`src/rtl/irq_prio_pkg.sv`:
```
package irq_prio_pkg;

  localparam int unsigned LANES_PER_WORD = 4;
  localparam int unsigned WORD_BITS      = 32;

  typedef enum logic [1:0] {
    SZ_BYTE = 2'd0,
    SZ_HALF = 2'd1,
    SZ_WORD = 2'd2,
    SZ_RSVD = 2'd3
  } acc_size_e;

  typedef enum logic [2:0] {
    RG_NONE     = 3'd0,
    RG_SET_EN   = 3'd1,
    RG_CLR_EN   = 3'd2,
    RG_SET_PEND = 3'd3,
    RG_CLR_PEND = 3'd4,
    RG_PRIO     = 3'd5
  } reg_sel_e;

  localparam logic [11:0] OFS_SET_EN   = 12'h100;
  localparam logic [11:0] OFS_CLR_EN   = 12'h180;
  localparam logic [11:0] OFS_SET_PEND = 12'h200;
  localparam logic [11:0] OFS_CLR_PEND = 12'h280;
  localparam logic [11:0] OFS_PRIO     = 12'h400;

endpackage

```
`src/rtl/irq_bus_decode.sv`:
```
module irq_bus_decode
  import irq_prio_pkg::*;
#(
  parameter int unsigned ADDR_W    = 12,
  parameter int unsigned PRIO_REGS = 8,
  localparam int unsigned IDX_W    = (PRIO_REGS > 1) ? $clog2(PRIO_REGS) : 1
) (
  input  logic              clk,
  input  logic              rst_n,
  input  logic              bus_sel,
  input  logic              bus_wr,
  input  logic [ADDR_W-1:0] bus_addr,
  input  logic [1:0]        bus_size,
  output reg_sel_e          hit,
  output logic [IDX_W-1:0]  prio_idx,
  output logic              wr_ok,
  output logic              rd_ok,
  output logic              bus_err
);

  localparam int unsigned BLK_LSB = IDX_W + 2;

  logic word_ok;
  logic aligned;
  logic in_prio;
  logic err_n;
  logic err_q;

  assign word_ok  = (acc_size_e'(bus_size) == SZ_WORD);
  assign aligned  = (bus_addr[1:0] == 2'b00);
  assign in_prio  = (bus_addr[ADDR_W-1:BLK_LSB] ==
                     ADDR_W'(OFS_PRIO) >> BLK_LSB);
  assign prio_idx = bus_addr[BLK_LSB-1:2];

  always_comb begin
    hit = RG_NONE;
    if (aligned) begin
      if (bus_addr == ADDR_W'(OFS_SET_EN))        hit = RG_SET_EN;
      else if (bus_addr == ADDR_W'(OFS_CLR_EN))   hit = RG_CLR_EN;
      else if (bus_addr == ADDR_W'(OFS_SET_PEND)) hit = RG_SET_PEND;
      else if (bus_addr == ADDR_W'(OFS_CLR_PEND)) hit = RG_CLR_PEND;
      else if (in_prio)                           hit = RG_PRIO;
    end
  end

  assign wr_ok = bus_sel &&  bus_wr && word_ok && (hit != RG_NONE);
  assign rd_ok = bus_sel && !bus_wr && word_ok && (hit != RG_NONE);

  always_comb begin
    err_n = bus_sel && !word_ok;
  end

  always_ff @(posedge clk or negedge rst_n) begin
    if (!rst_n) err_q <= 1'b0;
    else        err_q <= err_n;
  end

  assign bus_err = err_q;

  // a sub-word access is flagged in the following cycle
  a_r9_err_follows: assert property (@(posedge clk) disable iff (!rst_n)
    (bus_sel && (bus_size != 2'd2)) |=> bus_err);

  // the flag lasts one cycle only without a new sub-word access
  a_r9_err_single: assert property (@(posedge clk) disable iff (!rst_n)
    !(bus_sel && (bus_size != 2'd2)) |=> !bus_err);

endmodule

```
`src/rtl/irq_state_regs.sv`:
```
module irq_state_regs
  import irq_prio_pkg::*;
#(
  parameter int unsigned LINES     = 32,
  parameter int unsigned PRIO_W    = 2,
  localparam int unsigned PRIO_REGS = LINES / LANES_PER_WORD,
  localparam int unsigned IDX_W    = (PRIO_REGS > 1) ? $clog2(PRIO_REGS) : 1,
  localparam int unsigned ID_W     = $clog2(LINES)
) (
  input  logic                         clk,
  input  logic                         rst_n,
  input  logic [LINES-1:0]             irq_in,
  input  logic                         wr_ok,
  input  reg_sel_e                     hit,
  input  logic [IDX_W-1:0]             prio_idx,
  input  logic [LINES-1:0]             wdata,
  input  logic                         ack_valid,
  input  logic [ID_W-1:0]              ack_id,
  output logic [LINES-1:0]             en_q,
  output logic [LINES-1:0]             pend_q,
  output logic [LINES-1:0][PRIO_W-1:0] prio_q
);

  logic [LINES-1:0]             irq_q;
  logic [LINES-1:0]             rise;
  logic [LINES-1:0]             en_n;
  logic [LINES-1:0]             pend_n;
  logic [LINES-1:0]             set_mask;
  logic [LINES-1:0]             clr_mask;
  logic [LINES-1:0]             ack_mask;
  logic [LINES-1:0][PRIO_W-1:0] prio_n;
  logic [PRIO_REGS-1:0]         prio_we;
  logic                         en_we;
  logic                         pend_we;
  logic                         sw_set_pend;

  // input edge history
  always_ff @(posedge clk or negedge rst_n) begin
    if (!rst_n) irq_q <= '0;
    else        irq_q <= irq_in;
  end

  assign rise = irq_in & ~irq_q;

  // enable state
  always_comb begin
    en_we = wr_ok && ((hit == RG_SET_EN) || (hit == RG_CLR_EN));
    en_n  = en_q;
    if (hit == RG_SET_EN) en_n = en_q | wdata;
    else if (hit == RG_CLR_EN) en_n = en_q & ~wdata;
  end

  always_ff @(posedge clk or negedge rst_n) begin
    if (!rst_n)     en_q <= '0;
    else if (en_we) en_q <= en_n;
  end

  // pending state: set sources dominate clear sources
  always_comb begin
    sw_set_pend = wr_ok && (hit == RG_SET_PEND);
    ack_mask    = '0;
    if (ack_valid) ack_mask[ack_id] = 1'b1;
    set_mask = (sw_set_pend ? wdata : '0) | rise;
    clr_mask = ((wr_ok && (hit == RG_CLR_PEND)) ? wdata : '0) | ack_mask;
    pend_n   = (pend_q & ~clr_mask) | set_mask;
    pend_we  = (|set_mask) || (|clr_mask);
  end

  always_ff @(posedge clk or negedge rst_n) begin
    if (!rst_n)       pend_q <= '0;
    else if (pend_we) pend_q <= pend_n;
  end

  // priority words: one clock enable per word, one field per byte lane
  generate
    for (genvar k = 0; k < PRIO_REGS; k++) begin : g_word
      assign prio_we[k] = wr_ok && (hit == RG_PRIO) && (prio_idx == IDX_W'(k));
      for (genvar j = 0; j < LANES_PER_WORD; j++) begin : g_lane
        localparam int unsigned LINE = k * LANES_PER_WORD + j;
        assign prio_n[LINE] = wdata[8*j+7 -: PRIO_W];
        always_ff @(posedge clk or negedge rst_n) begin
          if (!rst_n)          prio_q[LINE] <= '0;
          else if (prio_we[k]) prio_q[LINE] <= prio_n[LINE];
        end
      end
    end
  endgenerate

  // every rising input edge is recorded as pending
  a_r7_edge_sets_pend: assert property (@(posedge clk) disable iff (!rst_n)
    (|rise) |=> ((pend_q & $past(rise)) == $past(rise)));

  // an acknowledge with no competing set clears the line
  a_r8_ack_clears: assert property (@(posedge clk) disable iff (!rst_n)
    (ack_valid && !sw_set_pend && !rise[ack_id]) |=> !pend_q[$past(ack_id)]);

  // a software set in the same cycle as an acknowledge wins
  a_r8_set_wins: assert property (@(posedge clk) disable iff (!rst_n)
    (ack_valid && sw_set_pend && wdata[ack_id]) |=> pend_q[$past(ack_id)]);

  // enables move only through the enable registers
  a_r2_en_bus_only: assert property (@(posedge clk) disable iff (!rst_n)
    !(wr_ok && ((hit == RG_SET_EN) || (hit == RG_CLR_EN))) |=> $stable(en_q));

endmodule

```
`src/rtl/irq_arbiter.sv`:
```
module irq_arbiter #(
  parameter int unsigned LINES  = 32,
  parameter int unsigned PRIO_W = 2,
  localparam int unsigned ID_W  = $clog2(LINES)
) (
  input  logic                         clk,
  input  logic                         rst_n,
  input  logic [LINES-1:0]             en,
  input  logic [LINES-1:0]             pend,
  input  logic [LINES-1:0][PRIO_W-1:0] prio,
  output logic                         sel_valid,
  output logic [ID_W-1:0]              sel_id,
  output logic [PRIO_W-1:0]            sel_prio
);

  logic [LINES-1:0] cand;

  assign cand = en & pend;

  // Scan from the top line down; "<=" lets a lower line take equal levels.
  always_comb begin
    sel_valid = 1'b0;
    sel_id    = '0;
    sel_prio  = '0;
    for (int i = LINES - 1; i >= 0; i--) begin
      if (cand[i] && (!sel_valid || (prio[i] <= sel_prio))) begin
        sel_valid = 1'b1;
        sel_id    = ID_W'(i);
        sel_prio  = prio[i];
      end
    end
  end

  // a reported line is enabled and pending
  a_r11_valid_real: assert property (@(posedge clk) disable iff (!rst_n)
    sel_valid |-> (en[sel_id] && pend[sel_id]));

  // nothing is reported when no candidate exists
  a_r11_idle_empty: assert property (@(posedge clk) disable iff (!rst_n)
    !sel_valid |-> ((en & pend) == '0));

  // the reported level belongs to the reported line
  a_r5_prio_of_winner: assert property (@(posedge clk) disable iff (!rst_n)
    sel_valid |-> (sel_prio == prio[sel_id]));

endmodule

```
`src/rtl/irq_prio_ctrl.sv`:
```
module irq_prio_ctrl
  import irq_prio_pkg::*;
#(
  parameter int unsigned LINES  = 32,
  parameter int unsigned PRIO_W = 2,
  parameter int unsigned ADDR_W = 12,
  localparam int unsigned PRIO_REGS = LINES / LANES_PER_WORD,
  localparam int unsigned IDX_W  = (PRIO_REGS > 1) ? $clog2(PRIO_REGS) : 1,
  localparam int unsigned ID_W   = $clog2(LINES)
) (
  input  logic              clk,
  input  logic              rst_n,
  input  logic              bus_sel,
  input  logic              bus_wr,
  input  logic [ADDR_W-1:0] bus_addr,
  input  logic [1:0]        bus_size,
  input  logic [LINES-1:0]  bus_wdata,
  output logic [LINES-1:0]  bus_rdata,
  output logic              bus_err,
  input  logic [LINES-1:0]  irq_in,
  input  logic              ack_valid,
  input  logic [ID_W-1:0]   ack_id,
  output logic              sel_valid,
  output logic [ID_W-1:0]   sel_id,
  output logic [PRIO_W-1:0] sel_prio
);

  reg_sel_e                     hit;
  logic [IDX_W-1:0]             prio_idx;
  logic                         wr_ok;
  logic                         rd_ok;
  logic [LINES-1:0]             en_q;
  logic [LINES-1:0]             pend_q;
  logic [LINES-1:0][PRIO_W-1:0] prio_q;
  logic [PRIO_REGS-1:0][LINES-1:0] prio_word;

  irq_bus_decode #(
    .ADDR_W    (ADDR_W),
    .PRIO_REGS (PRIO_REGS)
  ) u_decode (
    .clk      (clk),
    .rst_n    (rst_n),
    .bus_sel  (bus_sel),
    .bus_wr   (bus_wr),
    .bus_addr (bus_addr),
    .bus_size (bus_size),
    .hit      (hit),
    .prio_idx (prio_idx),
    .wr_ok    (wr_ok),
    .rd_ok    (rd_ok),
    .bus_err  (bus_err)
  );

  irq_state_regs #(
    .LINES  (LINES),
    .PRIO_W (PRIO_W)
  ) u_state (
    .clk       (clk),
    .rst_n     (rst_n),
    .irq_in    (irq_in),
    .wr_ok     (wr_ok),
    .hit       (hit),
    .prio_idx  (prio_idx),
    .wdata     (bus_wdata),
    .ack_valid (ack_valid),
    .ack_id    (ack_id),
    .en_q      (en_q),
    .pend_q    (pend_q),
    .prio_q    (prio_q)
  );

  irq_arbiter #(
    .LINES  (LINES),
    .PRIO_W (PRIO_W)
  ) u_arb (
    .clk       (clk),
    .rst_n     (rst_n),
    .en        (en_q),
    .pend      (pend_q),
    .prio      (prio_q),
    .sel_valid (sel_valid),
    .sel_id    (sel_id),
    .sel_prio  (sel_prio)
  );

  // priority words as seen on the bus: field at the top of each byte
  generate
    for (genvar k = 0; k < PRIO_REGS; k++) begin : g_rd_word
      for (genvar j = 0; j < LANES_PER_WORD; j++) begin : g_rd_lane
        assign prio_word[k][8*j+7 -: 8] =
          {prio_q[k*LANES_PER_WORD+j], {(8-PRIO_W){1'b0}}};
      end
    end
  endgenerate

  always_comb begin
    bus_rdata = '0;
    if (rd_ok) begin
      case (hit)
        RG_SET_EN, RG_CLR_EN:     bus_rdata = en_q;
        RG_SET_PEND, RG_CLR_PEND: bus_rdata = pend_q;
        RG_PRIO:                  bus_rdata = prio_word[prio_idx];
        default:                  bus_rdata = '0;
      endcase
    end
  end

  // a sub-word write alters neither enables nor priorities
  a_r9_subword_inert: assert property (@(posedge clk) disable iff (!rst_n)
    (bus_sel && bus_wr && (bus_size != 2'd2)) |=> ($stable(en_q) && $stable(prio_q)));

  // a write that decodes to nothing leaves the configuration alone
  a_r10_unmapped_inert: assert property (@(posedge clk) disable iff (!rst_n)
    (bus_sel && bus_wr && (hit == RG_NONE)) |=> ($stable(en_q) && $stable(prio_q)));

  // sub-word reads return zero
  a_r9_subword_rd_zero: assert property (@(posedge clk) disable iff (!rst_n)
    (bus_sel && !bus_wr && (bus_size != 2'd2)) |-> (bus_rdata == '0));

endmodule

```
`config.mk`:
```
export PLATFORM = sky130hd
export DESIGN_NAME = irq_prio_ctrl
export DESIGN_NICKNAME = d
export VERILOG_FILES = /design/src/rtl/irq_prio_pkg.sv /design/src/rtl/irq_bus_decode.sv /design/src/rtl/irq_state_regs.sv /design/src/rtl/irq_arbiter.sv /design/src/rtl/irq_prio_ctrl.sv
export SDC_FILE = /design/constraint.sdc
export NUM_CORES = 1
export LEC_CHECK = 0
export BUFFER_PORTS_ARGS = -buffer_cell sky130_fd_sc_hd__buf_2
export CELL_PAD_IN_SITES_DETAIL_PLACEMENT = 1
export CELL_PAD_IN_SITES_GLOBAL_PLACEMENT = 1
export CORE_MARGIN = 3
export CORE_UTILIZATION = 47
export CTS_CLUSTER_DIAMETER = 50
export DETAILED_ROUTE_END_ITERATION = 10
export PLACE_DENSITY = 0.82
export SLEW_MARGIN = 20
export SYNTH_ARGS = -nofsm -noshare
export SYNTH_HDL_FRONTEND = slang
export SYNTH_HIERARCHICAL = 1
export SYNTH_SLANG_ARGS = --single-unit
export TNS_END_PERCENT = 10
```
`constraint.sdc`:
```
create_clock -name clk -period 44.8 [get_ports clk]
set_clock_uncertainty 0.05 [all_clocks]
set_input_delay 0 -clock clk [delete_from_list [all_inputs] [get_ports clk]]
set_output_delay 0 -clock clk [all_outputs]
set_load 0.01 [all_outputs]
```
==> results.sh <==
export IMPL_holdWs_ns=0.0476
export IMPL_cts_sinks=161
export IMPL_netlist_top_cells_area="dfrtp_1 (32%), mux2_2 (9.0%), ha_1 (6.2%)"
export IMPL_p_comb_share_pct=7.6
export IMPL_drive_gt1_share_pct=25.8
export IMPL_synth_fp_nets=1454
export IMPL_async_reset_ff_share_pct=100
export IMPL_grt_pass1_vias=12300
export IMPL_crit_slowest_cell="dfrtp_1"
export IMPL_cts_root_buf="clkbuf_16"
export IMPL_n_fill_cell=2941
export IMPL_start_util_pct=47.8
export IMPL_post_route_period_util_pct=94.0
export IMPL_end_kind="primary output"
export IMPL_gp_congestion=0.990
export IMPL_num_antenna_cells=0
export IMPL_grt_pass1_wl_um=72400
export IMPL_r2r_start="u_state/pend_q[23]"
export IMPL_swShare_pct=28.0
export IMPL_maxCapViolations=0
export IMPL_critPathArrivalTime_ns=42.07
export IMPL_h_tree_depth=4
export IMPL_clockBufferDepth=2
export IMPL_firstDrtPassIters=5
export IMPL_synth_top_cell_by_area="dfrtp_1"
export IMPL_pwr_share_seq_pct=46.2
export IMPL_path_common_cell="ha_1"
export IMPL_clock_latency_ns=0.44
export IMPL_grt_overflow=0
export IMPL_relSlewSlack_pct=29.3
export IMPL_ios=129
export IMPL_yosysTopAreaCellShare_pct=32.2
export IMPL_cts_buffers=17
export IMPL_grt_total_usage_pct=32.2
export IMPL_grt_max_degree=87
export IMPL_dpl_cell_area_sq_um=13300
export IMPL_die_y_um=169
export IMPL_first_iter_violations=1115
export IMPL_slew_violations=0
export IMPL_vias=11900
export IMPL_numPortBuffers=128
export IMPL_min_period_ns=42.12
export IMPL_critical_path_max_fanout=9
export IMPL_fp_dieW_um=169
export IMPL_power_density_nw_per_um2=22.4
export IMPL_antenna_found_initial=0
export IMPL_synth_cell_area_sq_um=12500
export IMPL_yosysWarnings=6
export IMPL_p_leak_nw=6.50
export IMPL_finalInstanceArea_sq_um=14600
export IMPL_netlist_instances=1304
export IMPL_power_frac_clock_pct=46.2
export IMPL_antenna_left=0
export IMPL_wl_per_cell_um=25.9
export IMPL_synth_edf_count=0
export IMPL_ir_drop_uv=22.9
export IMPL_min_path_type="input port to register"
export IMPL_die_area_sq_um=28600
export IMPL_p_int_mw=0.235
export IMPL_setup_viol=0
export IMPL_hold_violations=0
export IMPL_mostFrequentLayoutCell="dfrtp_1"
export IMPL_startpoint="u_state/pend_q[31]"
export IMPL_status="finished, final reports clean"
export IMPL_yosysSeqAreaShare_pct=32.2
export IMPL_core_sq_um=26100
export IMPL_synth_seq_cells=161
export IMPL_post_route_util_pct=55.8
export IMPL_layout_nets=1608
export IMPL_rows=59
export IMPL_fmax_mhz=23.7
export IMPL_layout_common_cells="dfrtp_1 (161), buf_2 (127), nand2_1 (116)"
export IMPL_cts_tree="built"
export IMPL_cp_start_kind="register"
export IMPL_drc=0
export IMPL_power_mw=0.327
export IMPL_path_clk_slew_ns=0.07
export IMPL_avgSynthCellArea_sq_um=9.59
export IMPL_min_from="bus_wdata[15]"
export IMPL_syn2layout_area_growth_pct=16.7
export IMPL_post_dp_hpwl_um=32800
export IMPL_synth_distinct_cells=103
export IMPL_wl_um=46800
export IMPL_crit_path_max_incr_delay_ns=0.52
export IMPL_switchingPower_mw=0.0914
export IMPL_synth_main_ff_cell="dfrtp_1"
export IMPL_worst_pin_slew_ns=1.05
export IMPL_crit_type="register to primary output"
export IMPL_avgViaCountPerCell=6.61
export IMPL_crit_required_ns=44.75
synthesized netlist by cell type, types with 5 or more instances:
library cell	number
a31oi_1	15
o211ai_1	5
mux2i_1	42
nor2b_1	62
nand2b_1	7
buf_2	15
inv_1	52
buf_6	9
a22oi_2	6
a21oi_1	48
and2_1	46
nand4_1	8
a22oi_1	66
nor3_1	8
buf_4	8
a21o_1	6
mux2_4	38
o21a_1	7
a221o_1	35
clkbuf_1	35
mux2_2	100
nand3_1	54
a22o_1	17
ha_1	62
a21boi_0	5
or2_2	5
dfrtp_1	161
nand2_1	116
o21ai_1	32
and3_1	13
nor2_1	45
o21ai_0	51
power by group through the flow:
stage	clock network, mW	logic, mW	registers [mW]
2_1_floorplan	0	0.00844	0.152
3_3_place_gp	0	0.0195	0.153
3_5_place_dp	0	0.0201	0.153
4_1_cts	0.151	0.0242	0.151
5_1_grt	0.159	0.0267	0.151
6_report	0.151	0.0250	0.151
stage by stage:
step | setup TNS (ns) | std cells | setup WS (ns)
after global placement | 0 | 1708 | 3.65
after floorplan | 0 | 1304 | 8.76
after CTS | 0 | 1799 | 1.19
final | 0 | 1806 | 2.68
after detailed placement | 0 | 1708 | 1.89
after global routing | -0.583 | 1806 | -0.192
per-layer routing:
| metal | part of all wire (%) | wire, um | track usage [%] |
|---|---|---|---|
| met1 | 43 | 20100 | 44.4 |
| met2 | 48 | 22300 | 52.7 |
| met3 | 6.4 | 3000 | 4.60 |
| met4 | 3.1 | 1450 | 10.3 |
| met5 | 0 | 0 | 0 |
final cells by class:
type | instances | area, sq um | share of cell area [%]
multi-input cells | 1021 | 7980 | 54.7
flip-flops and latches | 161 | 4030 | 27.6
clock buffers | 18 | 439 | 3.01
clock inverters | 14 | 158 | 1.08
repair buffers | 205 | 1370 | 9.41
well taps | 335 | 419 | 2.87
inverters | 52 | 195 | 1.34
path summary, 6_finish.rpt:
| check | to | depth (start not counted) | slack (ns) |
|---|---|---|---|
| setup / recovery | sel_id[4] | 206 | 2.68 |
| hold / removal | register | 3 | 0.05 |
| setup reg to reg | u_state/pend_q[23] | 1 | 43.71 |
| hold reg to reg | u_state/prio_q[50] | 1 | 0.49 |
| max in group asynchronous | u_state/pend_q[31] | 3 | 43.02 |
| min in group asynchronous | u_state/prio_q[40] | 2 | 0.15 |
worst max-delay path: cells and delay by family, from the launching register on:
kind                       cells  cell delay, ns
adders and majority gates     31            8.76
buffers and inverters         12            1.17
and+or+nand+nor               67           10.50
muxes                          7            2.15
DFF                            1            0.52
AOI/OAI and AO/OA             89           18.54
cell families (layout without fill, tap and decap cells):
logic type	Yosys count	after routing	share of synthesized area, %
DFF	161	161	32.2
adders and majority gates	62	62	6.20
and+or+nand+nor	411	411	18.3
xor gates and xnor gates	2	2	0.140
AOI/OAI and AO/OA	366	366	21.5
muxes	180	180	16.9
buffers and inverters	122	289	4.72
what timing repair did:
action                                  CTS  global route
hold buffers                             59             0
hold endpoints to repair                173             0
gates resized for setup                   0            20
buffers inserted                          0             7
endpoints found under the setup margin    0             7
Power figures use the tool's default switching activity.
